File: config.mk
export PLATFORM = sky130hd
export DESIGN_NAME = ddcmp_tx_framer
export DESIGN_NICKNAME = d
export VERILOG_FILES = /design/src/rtl/ddcmp_tx_pkg.sv /design/src/rtl/ddcmp_tx_shifter.sv /design/src/rtl/ddcmp_line_coder.sv /design/src/rtl/ddcmp_tx_seq.sv /design/src/rtl/ddcmp_tx_framer.sv
export SDC_FILE = /design/constraint.sdc
export NUM_CORES = 1
export LEC_CHECK = 0
export BUFFER_PORTS_ARGS = -buffer_cell sky130_fd_sc_hd__buf_2
export CAP_MARGIN = 20
export CORE_MARGIN = 5
export CORE_UTILIZATION = 60
export DETAILED_ROUTE_END_ITERATION = 6
export PLACE_DENSITY_LB_ADDON = 0.2
export SYNTH_ARGS = -nofsm -noshare
export SYNTH_HDL_FRONTEND = slang
export SYNTH_HIERARCHICAL = 1
export SYNTH_SLANG_ARGS = --single-unit
File: constraint.sdc
create_clock -name clk -period 4.7 [get_ports clk]
set_input_delay 0.47 -clock clk [delete_from_list [all_inputs] [get_ports clk]]
set_output_delay 0.47 -clock clk [all_outputs]
set_load 0.005 [all_outputs]
File: src/rtl/ddcmp_tx_pkg.sv
package ddcmp_tx_pkg;

  localparam int BYTE_W = 8;
  localparam int CRC_W  = 16;
  localparam logic [CRC_W-1:0] CRC_POLY_REFL = 16'hA001;

  // Kind of byte currently held in the shift register.
  typedef enum logic [3:0] {
    U_OFF,
    U_FILL1,
    U_FILL2,
    U_IDLE,
    U_PRE1,
    U_PRE2,
    U_HDR,
    U_HCRC0,
    U_HCRC1,
    U_DATA,
    U_DCRC0,
    U_DCRC1
  } unit_e;

  // One byte through the reflected CRC16, LSB first.
  function automatic logic [CRC_W-1:0] crc16_byte(input logic [CRC_W-1:0] c_in,
                                                 input logic [BYTE_W-1:0] d);
    logic [CRC_W-1:0] c;
    logic             fb;
    c = c_in;
    for (int i = 0; i < BYTE_W; i++) begin
      fb = c[0] ^ d[i];
      c  = c >> 1;
      if (fb) c = c ^ CRC_POLY_REFL;
    end
    return c;
  endfunction

endpackage

File: src/rtl/ddcmp_tx_shifter.sv
module ddcmp_tx_shifter
  import ddcmp_tx_pkg::*;
(
  input  logic              clk,
  input  logic              rst_n,
  input  logic              active,
  input  logic              bit_en,
  input  logic              load,
  input  logic [BYTE_W-1:0] load_byte,
  output logic              bit_out,
  output logic              byte_end
);

  localparam int CNT_W = $clog2(BYTE_W);

  logic [BYTE_W-1:0] sh;
  logic [CNT_W-1:0]  cnt;

  assign bit_out  = sh[0];
  assign byte_end = active && bit_en && (cnt == CNT_W'(BYTE_W-1));

  always_ff @(posedge clk or negedge rst_n) begin
    if (!rst_n) begin
      sh  <= '0;
      cnt <= '0;
    end else if (load) begin
      sh  <= load_byte;
      cnt <= '0;
    end else if (active && bit_en) begin
      sh  <= sh >> 1;
      cnt <= cnt + 1'b1;
    end
  end

  // the bit position only moves on a transmit clock enable
  p_cnt_hold_r6: assert property (@(posedge clk) disable iff (!rst_n)
    (!bit_en && !load) |=> $stable(cnt));

endmodule

File: src/rtl/ddcmp_line_coder.sv
module ddcmp_line_coder (
  input  logic clk,
  input  logic rst_n,
  input  logic active,
  input  logic bit_en,
  input  logic nrzi,
  input  logic bit_in,
  output logic line
);

  always_ff @(posedge clk or negedge rst_n) begin
    if (!rst_n) begin
      line <= 1'b1;
    end else if (!active) begin
      line <= 1'b1;
    end else if (bit_en) begin
      if (nrzi) line <= bit_in ? line : ~line;
      else      line <= bit_in;
    end
  end

  // NRZI holds on a one and flips on a zero
  p_nrzi_hold_r12: assert property (@(posedge clk) disable iff (!rst_n)
    (active && bit_en && nrzi && bit_in) |=> $stable(line));
  p_nrzi_flip_r12: assert property (@(posedge clk) disable iff (!rst_n)
    (active && bit_en && nrzi && !bit_in) |=> (line != $past(line)));
  // idle transmitter parks the line at mark
  p_mark_idle_r1: assert property (@(posedge clk) disable iff (!rst_n)
    !active |=> line);

endmodule

File: src/rtl/ddcmp_tx_seq.sv
module ddcmp_tx_seq
  import ddcmp_tx_pkg::*;
#(
  parameter int              HDR_BYTES = 6,
  parameter logic [BYTE_W-1:0] IDLE_BYTE = 8'hFF
) (
  input  logic              clk,
  input  logic              rst_n,
  input  logic              enable,
  input  logic              fill_idle,
  input  logic [BYTE_W-1:0] sync1,
  input  logic [BYTE_W-1:0] sync2,
  input  logic              bit_en,
  input  logic              byte_end,
  input  logic              msg_valid,
  input  logic [BYTE_W-1:0] msg_data,
  input  logic              msg_last,
  output logic              msg_ready,
  output logic              active,
  output logic              load,
  output logic [BYTE_W-1:0] load_byte
);

  localparam int HC_W = (HDR_BYTES > 1) ? $clog2(HDR_BYTES) : 1;

  unit_e             state, nxt;
  logic [HC_W-1:0]   hcnt;
  logic [CRC_W-1:0]  crc;
  logic              last_q;
  logic              need, bound, take;
  unit_e             fill_st;
  logic [BYTE_W-1:0] fill_b;

  assign active  = enable && (state != U_OFF);
  assign fill_st = fill_idle ? U_IDLE : U_FILL1;
  assign fill_b  = fill_idle ? IDLE_BYTE : sync1;
  assign msg_ready = need;

  always_comb begin
    nxt       = state;
    load      = 1'b0;
    load_byte = fill_b;
    need      = 1'b0;
    bound     = 1'b0;
    take      = 1'b0;
    if (!enable) begin
      nxt = U_OFF;
    end else if (state == U_OFF) begin
      load = 1'b1;
      nxt  = fill_st;
    end else if (byte_end) begin
      load = 1'b1;
      case (state)
        U_FILL1: begin nxt = U_FILL2; load_byte = sync2; end
        U_PRE1:  begin nxt = U_PRE2;  load_byte = sync2; end
        U_PRE2:  need = 1'b1;
        U_HDR: begin
          if (hcnt == HC_W'(HDR_BYTES-1)) begin
            nxt = U_HCRC0; load_byte = crc[7:0];
          end else begin
            need = 1'b1;
          end
        end
        U_HCRC0: begin nxt = U_HCRC1; load_byte = crc[15:8]; end
        U_HCRC1: begin
          if (last_q) bound = 1'b1;
          else        need  = 1'b1;
        end
        U_DATA: begin
          if (last_q) begin nxt = U_DCRC0; load_byte = crc[7:0]; end
          else        need = 1'b1;
        end
        U_DCRC0: begin nxt = U_DCRC1; load_byte = crc[15:8]; end
        default: bound = 1'b1;
      endcase
      if (bound && msg_valid) begin
        nxt = U_PRE1; load_byte = sync1;
      end else if (need && msg_valid) begin
        take      = 1'b1;
        load_byte = msg_data;
        nxt       = (state == U_HCRC1 || state == U_DATA) ? U_DATA : U_HDR;
      end else if (bound || need) begin
        nxt = fill_st; load_byte = fill_b;
      end
    end
  end

  always_ff @(posedge clk or negedge rst_n) begin
    if (!rst_n) begin
      state  <= U_OFF;
      hcnt   <= '0;
      crc    <= '0;
      last_q <= 1'b0;
    end else begin
      state <= nxt;
      if (take) begin
        last_q <= msg_last;
        if (state == U_HDR) begin
          hcnt <= hcnt + 1'b1;
          crc  <= crc16_byte(crc, msg_data);
        end else if (state == U_DATA) begin
          crc  <= crc16_byte(crc, msg_data);
        end else begin
          hcnt <= '0;
          crc  <= crc16_byte('0, msg_data);
        end
      end
    end
  end

  // ready only on a transmit clock enable
  p_ready_on_tick_r10: assert property (@(posedge clk) disable iff (!rst_n)
    msg_ready |-> bit_en);
  // an accepted byte becomes the next header or data byte
  p_take_moves_r10: assert property (@(posedge clk) disable iff (!rst_n)
    (msg_ready && msg_valid && enable) |=> (state == U_HDR || state == U_DATA));
  // an unanswered ready drops back to fill
  p_abort_fill_r11: assert property (@(posedge clk) disable iff (!rst_n)
    (msg_ready && !msg_valid && enable) |=> (state == U_FILL1 || state == U_IDLE));
  // a sync fill unit is always a pair
  p_fill_pair_r2: assert property (@(posedge clk) disable iff (!rst_n)
    (state == U_FILL1 && byte_end && enable) |=> (state == U_FILL2));

endmodule

File: src/rtl/ddcmp_tx_framer.sv
module ddcmp_tx_framer
  import ddcmp_tx_pkg::*;
#(
  parameter int                HDR_BYTES = 6,
  parameter logic [BYTE_W-1:0] IDLE_BYTE = 8'hFF
) (
  input  logic              clk,
  input  logic              rst_n,
  input  logic              enable,
  input  logic              fill_idle,
  input  logic              nrzi_en,
  input  logic [BYTE_W-1:0] sync1,
  input  logic [BYTE_W-1:0] sync2,
  input  logic              bit_en,
  input  logic              msg_valid,
  output logic              msg_ready,
  input  logic [BYTE_W-1:0] msg_data,
  input  logic              msg_last,
  output logic              tx_line
);

  logic              active, load, byte_end, bit_out;
  logic [BYTE_W-1:0] load_byte;

  ddcmp_tx_seq #(
    .HDR_BYTES (HDR_BYTES),
    .IDLE_BYTE (IDLE_BYTE)
  ) u_seq (
    .clk       (clk),
    .rst_n     (rst_n),
    .enable    (enable),
    .fill_idle (fill_idle),
    .sync1     (sync1),
    .sync2     (sync2),
    .bit_en    (bit_en),
    .byte_end  (byte_end),
    .msg_valid (msg_valid),
    .msg_data  (msg_data),
    .msg_last  (msg_last),
    .msg_ready (msg_ready),
    .active    (active),
    .load      (load),
    .load_byte (load_byte)
  );

  ddcmp_tx_shifter u_shift (
    .clk       (clk),
    .rst_n     (rst_n),
    .active    (active),
    .bit_en    (bit_en),
    .load      (load),
    .load_byte (load_byte),
    .bit_out   (bit_out),
    .byte_end  (byte_end)
  );

  ddcmp_line_coder u_coder (
    .clk    (clk),
    .rst_n  (rst_n),
    .active (active),
    .bit_en (bit_en),
    .nrzi   (nrzi_en),
    .bit_in (bit_out),
    .line   (tx_line)
  );

endmodule

# Word level (Yosys, flattened, before mapping)
# Index checks and enable logic that the tools add are counted.
dict set report totals {
  ff_bits 36
  input_bits 32
  wordCells 222
}
dict set report op_classes {
  addsub 2
  n_eq_ne 17
  n_mux 134
  bitwise_logic 45
  reduce_logical 17
}
# cell count
set op_table {}
lappend op_table {{$mux W16} 81}
lappend op_table {{$mux W8} 11}
lappend op_table {{$not A2 Y3} 22}
lappend op_table {{$mux W4} 9}
lappend op_table {{$pmux W8 S4} 1}
lappend op_table {{$mux W1} 24}
lappend op_table {{$pmux W4 S6} 1}
lappend op_table {{$xor A1 B1 Y1} 22}
lappend op_table {{$eq A4 B3 Y1 const B} 4}
lappend op_table {{$eq A4 B4 Y1 const B} 3}
lappend op_table {{$mux W3} 4}
lappend op_table {{$ne A11 B1 Y1 const B} 1}
lappend op_table {{$ne A7 B2 Y1 const B} 1}
lappend op_table {{$ne A7 B3 Y1 const B} 1}
lappend op_table {{$reduce_or A7 Y1} 1}
lappend op_table {{$add A3 B1 Y3 const B} 2}
lappend op_table {{$eq A3 B3 Y1 const B} 2}
lappend op_table {{$reduce_or A2 Y1} 3}
lappend op_table {{$logic_and A1 B1 Y1} 5}
lappend op_table {{$eq A4 B1 Y1 const B} 1}
lappend op_table {{$logic_not A4 Y1} 1}
lappend op_table {{$ne A2 B2 Y1 const B} 2}
lappend op_table {{$reduce_and A2 Y1} 2}
lappend op_table {{$reduce_and A4 Y1} 1}
lappend op_table {{9 further kinds} 10}

# Longest topological paths before layout
dict set report depth {
  depth_word 48
  depth_mapped 11
  mapped_depth_nobuf 9
}

# By module
# The synthesis kept the hierarchy.
# mod n_inst cells_each area_each_um2 seq_area_each_um2
set modules_own_cells {}
lappend modules_own_cells {ddcmp_tx_seq 1 291 2348.5 600.6}
lappend modules_own_cells {ddcmp_tx_shifter 1 60 624.3 275.3}
lappend modules_own_cells {ddcmp_line_coder 1 7 72.6 26.3}

# Worst setup path after synthesis
# Ideal clock, no wire load.
dict set report synth_timing {
  kind {register to register}
  from {reg u_seq.state[2]}
  to {reg u_shift.sh[0]}
  arrival_time_ns 2.376
  t_required_ns 4.564
  path_slack_ns 2.188
  path_stages_with_launch 11
  cell_sequence {dfrtp_1 > buf_2 > o41a_1 > buf_4 > and3_1 > clkbuf_1 > and2_1 > mux2_2 > a2bb2oi_1 > nand2_1 > o311ai_2}
}
dict set report synth_between {
  elab_cells_between_ends 40
  cone_classes {eq/ne (8); mux (19); reduce/logical (13)}
}
# element line_no
set synth_rtl {}
lappend synth_rtl {{start: declaration} ddcmp_tx_seq.sv:26} ;# unit_e state, nxt;
lappend synth_rtl {{start signal: assignment} ddcmp_tx_seq.sv:95} ;# state <= nxt;
lappend synth_rtl {{$reduce_bool A4 Y1} ddcmp_tx_seq.sv:34} ;# assign active = enable && (state != U_OFF);
lappend synth_rtl {{$logic_and A1 B1 Y1} ddcmp_tx_seq.sv:34}
lappend synth_rtl {{named net active} ddcmp_tx_framer.sv:22} ;# logic active, load, byte_end, bit_out;
lappend synth_rtl {{$logic_and A1 B1 Y1 (2 in a row)} ddcmp_tx_shifter.sv:20} ;# assign byte_end = active && bit_en && (cnt == CNT_W'(BYTE_W-1));
lappend synth_rtl {{named net byte_end} ddcmp_tx_framer.sv:22}
lappend synth_rtl {{$mux W8} ddcmp_tx_seq.sv:51} ;# end else if (byte_end) begin
lappend synth_rtl {{$mux W8} ddcmp_tx_seq.sv:48} ;# end else if (state == U_OFF) begin
lappend synth_rtl {{$mux W8} ddcmp_tx_seq.sv:46} ;# if (!enable) begin
lappend synth_rtl {{named net load_byte[0]} ddcmp_tx_framer.sv:23} ;# logic [BYTE_W-1:0] load_byte;
lappend synth_rtl {{$mux W8} ddcmp_tx_shifter.sv:26} ;# end else if (load) begin
lappend synth_rtl {{end signal: assignment} ddcmp_tx_shifter.sv:27} ;# sh <= load_byte;
lappend synth_rtl {{end signal: assignment} ddcmp_tx_shifter.sv:30} ;# sh <= sh >> 1;
lappend synth_rtl {{end: declaration} ddcmp_tx_shifter.sv:16} ;# logic [BYTE_W-1:0] sh;
# The timed path passes the listed nets, and every way through them passes these cells. The select of a mux whose other input is x is not followed.
# A chain may end at the register's enable or synchronous reset.

# Worst setup path after layout
dict set report layout_timing {
  from {reg u_seq.state[3]}
  to {out msg_ready}
}
dict set report layout_between {
  elab_cells_between_ends 17
  cone_classes {eq/ne (4); mux (7); reduce/logical (6)}
}
# element line_no
set layout_rtl {}
lappend layout_rtl {{$reduce_bool A4 Y1} ddcmp_tx_seq.sv:34}
lappend layout_rtl {{$logic_and A1 B1 Y1} ddcmp_tx_seq.sv:34}
lappend layout_rtl {{named net active} ddcmp_tx_framer.sv:22}
lappend layout_rtl {{$logic_and A1 B1 Y1 (2 in a row)} ddcmp_tx_shifter.sv:20}
lappend layout_rtl {{named net byte_end} ddcmp_tx_framer.sv:22}
lappend layout_rtl {{$mux W1} ddcmp_tx_seq.sv:51}
lappend layout_rtl {{$mux W1} ddcmp_tx_seq.sv:48}
lappend layout_rtl {{$mux W1} ddcmp_tx_seq.sv:46}
lappend layout_rtl {{end: declaration} ddcmp_tx_framer.sv:16} ;# output logic msg_ready,
# The timed path passes the listed nets, and every way through them passes these cells. The select of a mux whose other input is x is not followed.

==> summary.md <==
| Metric | Value |
|---|---|
| Synthesized area | `0.00305 mm²` |
| Final hold vios | `0` |
| HPWL after DPL | `approximately 5300 µm` |
| Layout overhead on the synthesized area | `7.77%` |
| CP max FO | `23` |
| Placed Area | `0.00317 mm²` |
| Crit path arrival time | `2.83 ns` |
| Critical path class | `flop to primary output` |
| Kind of end point of the critical path | `primary output` |
| Peak Freq | `303 MHz` |
| Number of global-route vias before repair | `between 2000 and 3000` |
| Max-cap viol count | `0` |
| Commonest cells after routing, fill and taps aside | `42 x nand2_1, 35 x dfrtp_1, 33 x buf_2, 23 x nor2_1` |
| Logic gate share of total power | `0.225` |
| Worst Path Required | `between 4 and 5 ns` |
| Seq/Total Area, Yosys | `0.296` |
| Antenna violations before repair | `0` |
| TritonCTS clock tree | `done` |
| Post-synth EDFFs | `0` |
| Netlist cell types | `60` |
| Setup TNS Final | `0 ns` |
| Async set-or-reset flop fraction in the synthesized netlist | `1.00` |
| Cell row count | `26` |
| Drt first-iter violations | `around 200` |
| Total wire length | `7200 µm` |
| Clock Skews | `just over 0.009 ns` |
| Final Critical Period | `approximately 3.3 ns` |
| Routability cong. | `0.864` |
| Unrepaired setup endpoints after global routing | `no` |
| Starting Density | `0.608` |
| DRC | `0` |
| Worst-Margin Slew | `0.900 ns` |
| CTS resizes | `0` |
| Most common cell after layout, fill and taps aside | `nand2_1` |
| Net switching power | `0.245 mW` |
| Layout cells sized above 1 | `0.155` |
| Die width | `81.2 µm` |
| Reg2reg start | `u_seq/state[3]` |
| Total nets after synthesis | `394` |
| Final period util | `0.701` |
| Post-route total power | `0.825 mW` |
| Slew Viols, Final | `0` |
| R2r setup slk | `1.43 ns` |
| Worst-Skew Late Latency | `0.30 ns` |
| Io pins | `34` |
| Place WS | `1.55 ns` |
| Grt ovf | `0` |
| Leakage | `1.32 nW` |
| Post-detailed-route via-to-cell ratio | `around 6.1` |
| First-pass GRT wire length | `12300 µm` |
| Port bufs | `33` |
| Diode count | `0` |
| H-Tree Depth | `2` |
| Antenna-violating nets left | `0` |
| Type of origin of the critical path | `flop` |
| Setup ws final | `1.40 ns` |
| Post-CTS Setup Bufs | `0` |
| Total number of vias | `~2700` |
| Slew margin rel. | `0.392` |
| CTS Hold Bufs | `0` |
| Clk pwr share | `0.339` |
| Peak supply drop | `0.000157 V` |
| Count of warnings emitted by yosys | `6` |
| Top-area cell type share of the netlist area | `0.288` |
| Pwr Density | `251 mW/mm²` |
| R2R Path End | `u_seq/crc[15]` |
| Cell Int Power | `0.581 mW` |
| Num Clock Sinks | `36` |
| DIE AREA | `approximately 0.0066 mm²` |
| # setup viols final | `0` |
| Root buffer cell | `clkbuf_8` |
| DIE HEIGHT | `81.2 µm` |
| Largest net degree at the start of global routing | `37` |
| Clk buf depth | `2` |
| Ranking of synthesized cells by area | `dfrtp_1 29%, xnor2_1 5.8%, nand2_1 5.2%, o211ai_1 3.9%, o21ai_0 3.5%` |
| Run status | `completed` |
| Total Routing Usage GR | `0.238` |
| Detailed Routing Iterations Pass 1 | `5` |
| Top_reg_cell synth | `dfrtp_1` |
| Synthesized instance count | `358` |
| Final Cell Area | `between 0.003 and 0.004 mm²` |
| Routed len/inst | `16.3 µm` |
| Seq pwr share | `0.435` |
| R2r worst-path depth | `6` |
| Worst hold path class | `primary input to asynchronous set/reset pin` |
| Synth Register Bits | `36` |
| Total CTS buffers | `5` |
| Cell taking the most area after synthesis | `dfrtp_1` |
| Core area | `0.00501 mm²` |
| Nets | `408` |
| Worst-path clk slew | `about 0.08 ns` |
| Sw frac | `0.296` |
| Average cell area after synthesis | `8.51 µm²` |
logic make-up after synthesis:
| kind of cell | Yosys count | synth area share |
|---|---|---|
| xor gates and xnor gates | 34 | 0.119 |
| AOI/OAI and AO/OA | 112 | 0.276 |
| DFF | 36 | 0.296 |
| and+or+nand+nor | 119 | 0.209 |
| adders and majority gates | 4 | 0.0164 |
| buffers and inverters | 51 | 0.0764 |
| muxes | 2 | 0.00739 |
synthesized netlist by cell type, drive strengths merged, types with 2 or more instances:
master   instances
o21a             4
and2             4
a21oi            6
xor2            10
nand2           42
nor4bb           2
o21ai           23
a32oi            9
a2bb2oi          8
clkbuf           8
nand3b           3
nand4b           8
ha               4
buf             21
nor2b            3
nor2            23
o211ai          16
mux2             2
dfrtp           35
or2b             2
a21bo            3
nand3            4
nand4            2
xnor3            4
or4              2
inv             21
nand4bb          2
nand2b          12
o31ai           11
a211oi           9
o221ai           9
xnor2           20
a21boi           2
a31oi            3
and3             5
through the flow:
stage / cells / utilization / hold slack [ns]
after floorplan: 358 / - / 0.174
after global placement: 435 / 0.633 / 0.520
after detailed placement: 435 / 0.633 / 0.524
after CTS: 443 / 0.655 / 0.299
after global routing: 443 / 0.655 / 0.335
final: 443 / 0.655 / 0.268
how the worst max path moves through the flow:
| stage | from | endpoint | slack [ns] | depth (start not counted) |
|---|---|---|---|---|
| 6_report | u_seq/state[3] | msg_ready | 1.40 | 5 |
| 5_1_grt | u_seq/state[3] | u_seq/crc[15] | 1.21 | 6 |
| 4_1_cts | u_seq/state[3] | msg_ready | 1.47 | 5 |
| 3_5_place_dp | u_seq/state[3] | u_seq/crc[15] | 1.55 | 6 |
| 3_3_place_gp | u_seq/state[3] | u_seq/crc[15] | 1.60 | 6 |
| 2_1_floorplan | u_seq/state[2] | u_shift/sh[0] | 2.19 | 10 |
flip-flops by register name, summed over array words and instances (netlist names):
register      flops
u_seq/last_q      1
u_seq/crc        16
u_coder/line      1
u_seq/state       4
u_seq/hcnt        3
u_shift/cnt       3
u_shift/sh        8
power by group through the flow:
stage	registers (mW)	logic [mW]	clock network [mW]
global route	0.364	0.208	0.298
CTS	0.359	0.185	0.281
floorplan	0.351	0.150	0
detailed placement	0.365	0.185	0
global placement	0.364	0.182	0
finish	0.359	0.186	0.280
layer usage:
metal / up-vias / wire (µm) / global-route usage
met3: 10 / 361 / 0.0443
met1: 1294 / 3190 / 0.309
met5: - / 0 / 0
li1: 1325 / - / -
met4: 0 / 103 / 0.0591
met2: 75 / 3550 / 0.407
area by class of cell:
class	count	area [µm²]
clock inverter	3	42.5
inverter	22	82.6
sequential	36	902
timing repair buffer	36	188
multi-input combinational	271	1910
tap	70	87.6
clock buffer	5	68.8
fill	458	1730
critical path: stages (launching register included):
cell     delay [ns]
dfrtp_1        0.79
o41a_1         0.74
and3_1         0.47
and2_1         0.25
o21a_1         0.16
buf_2          0.11
Power figures use the tool's default switching activity.
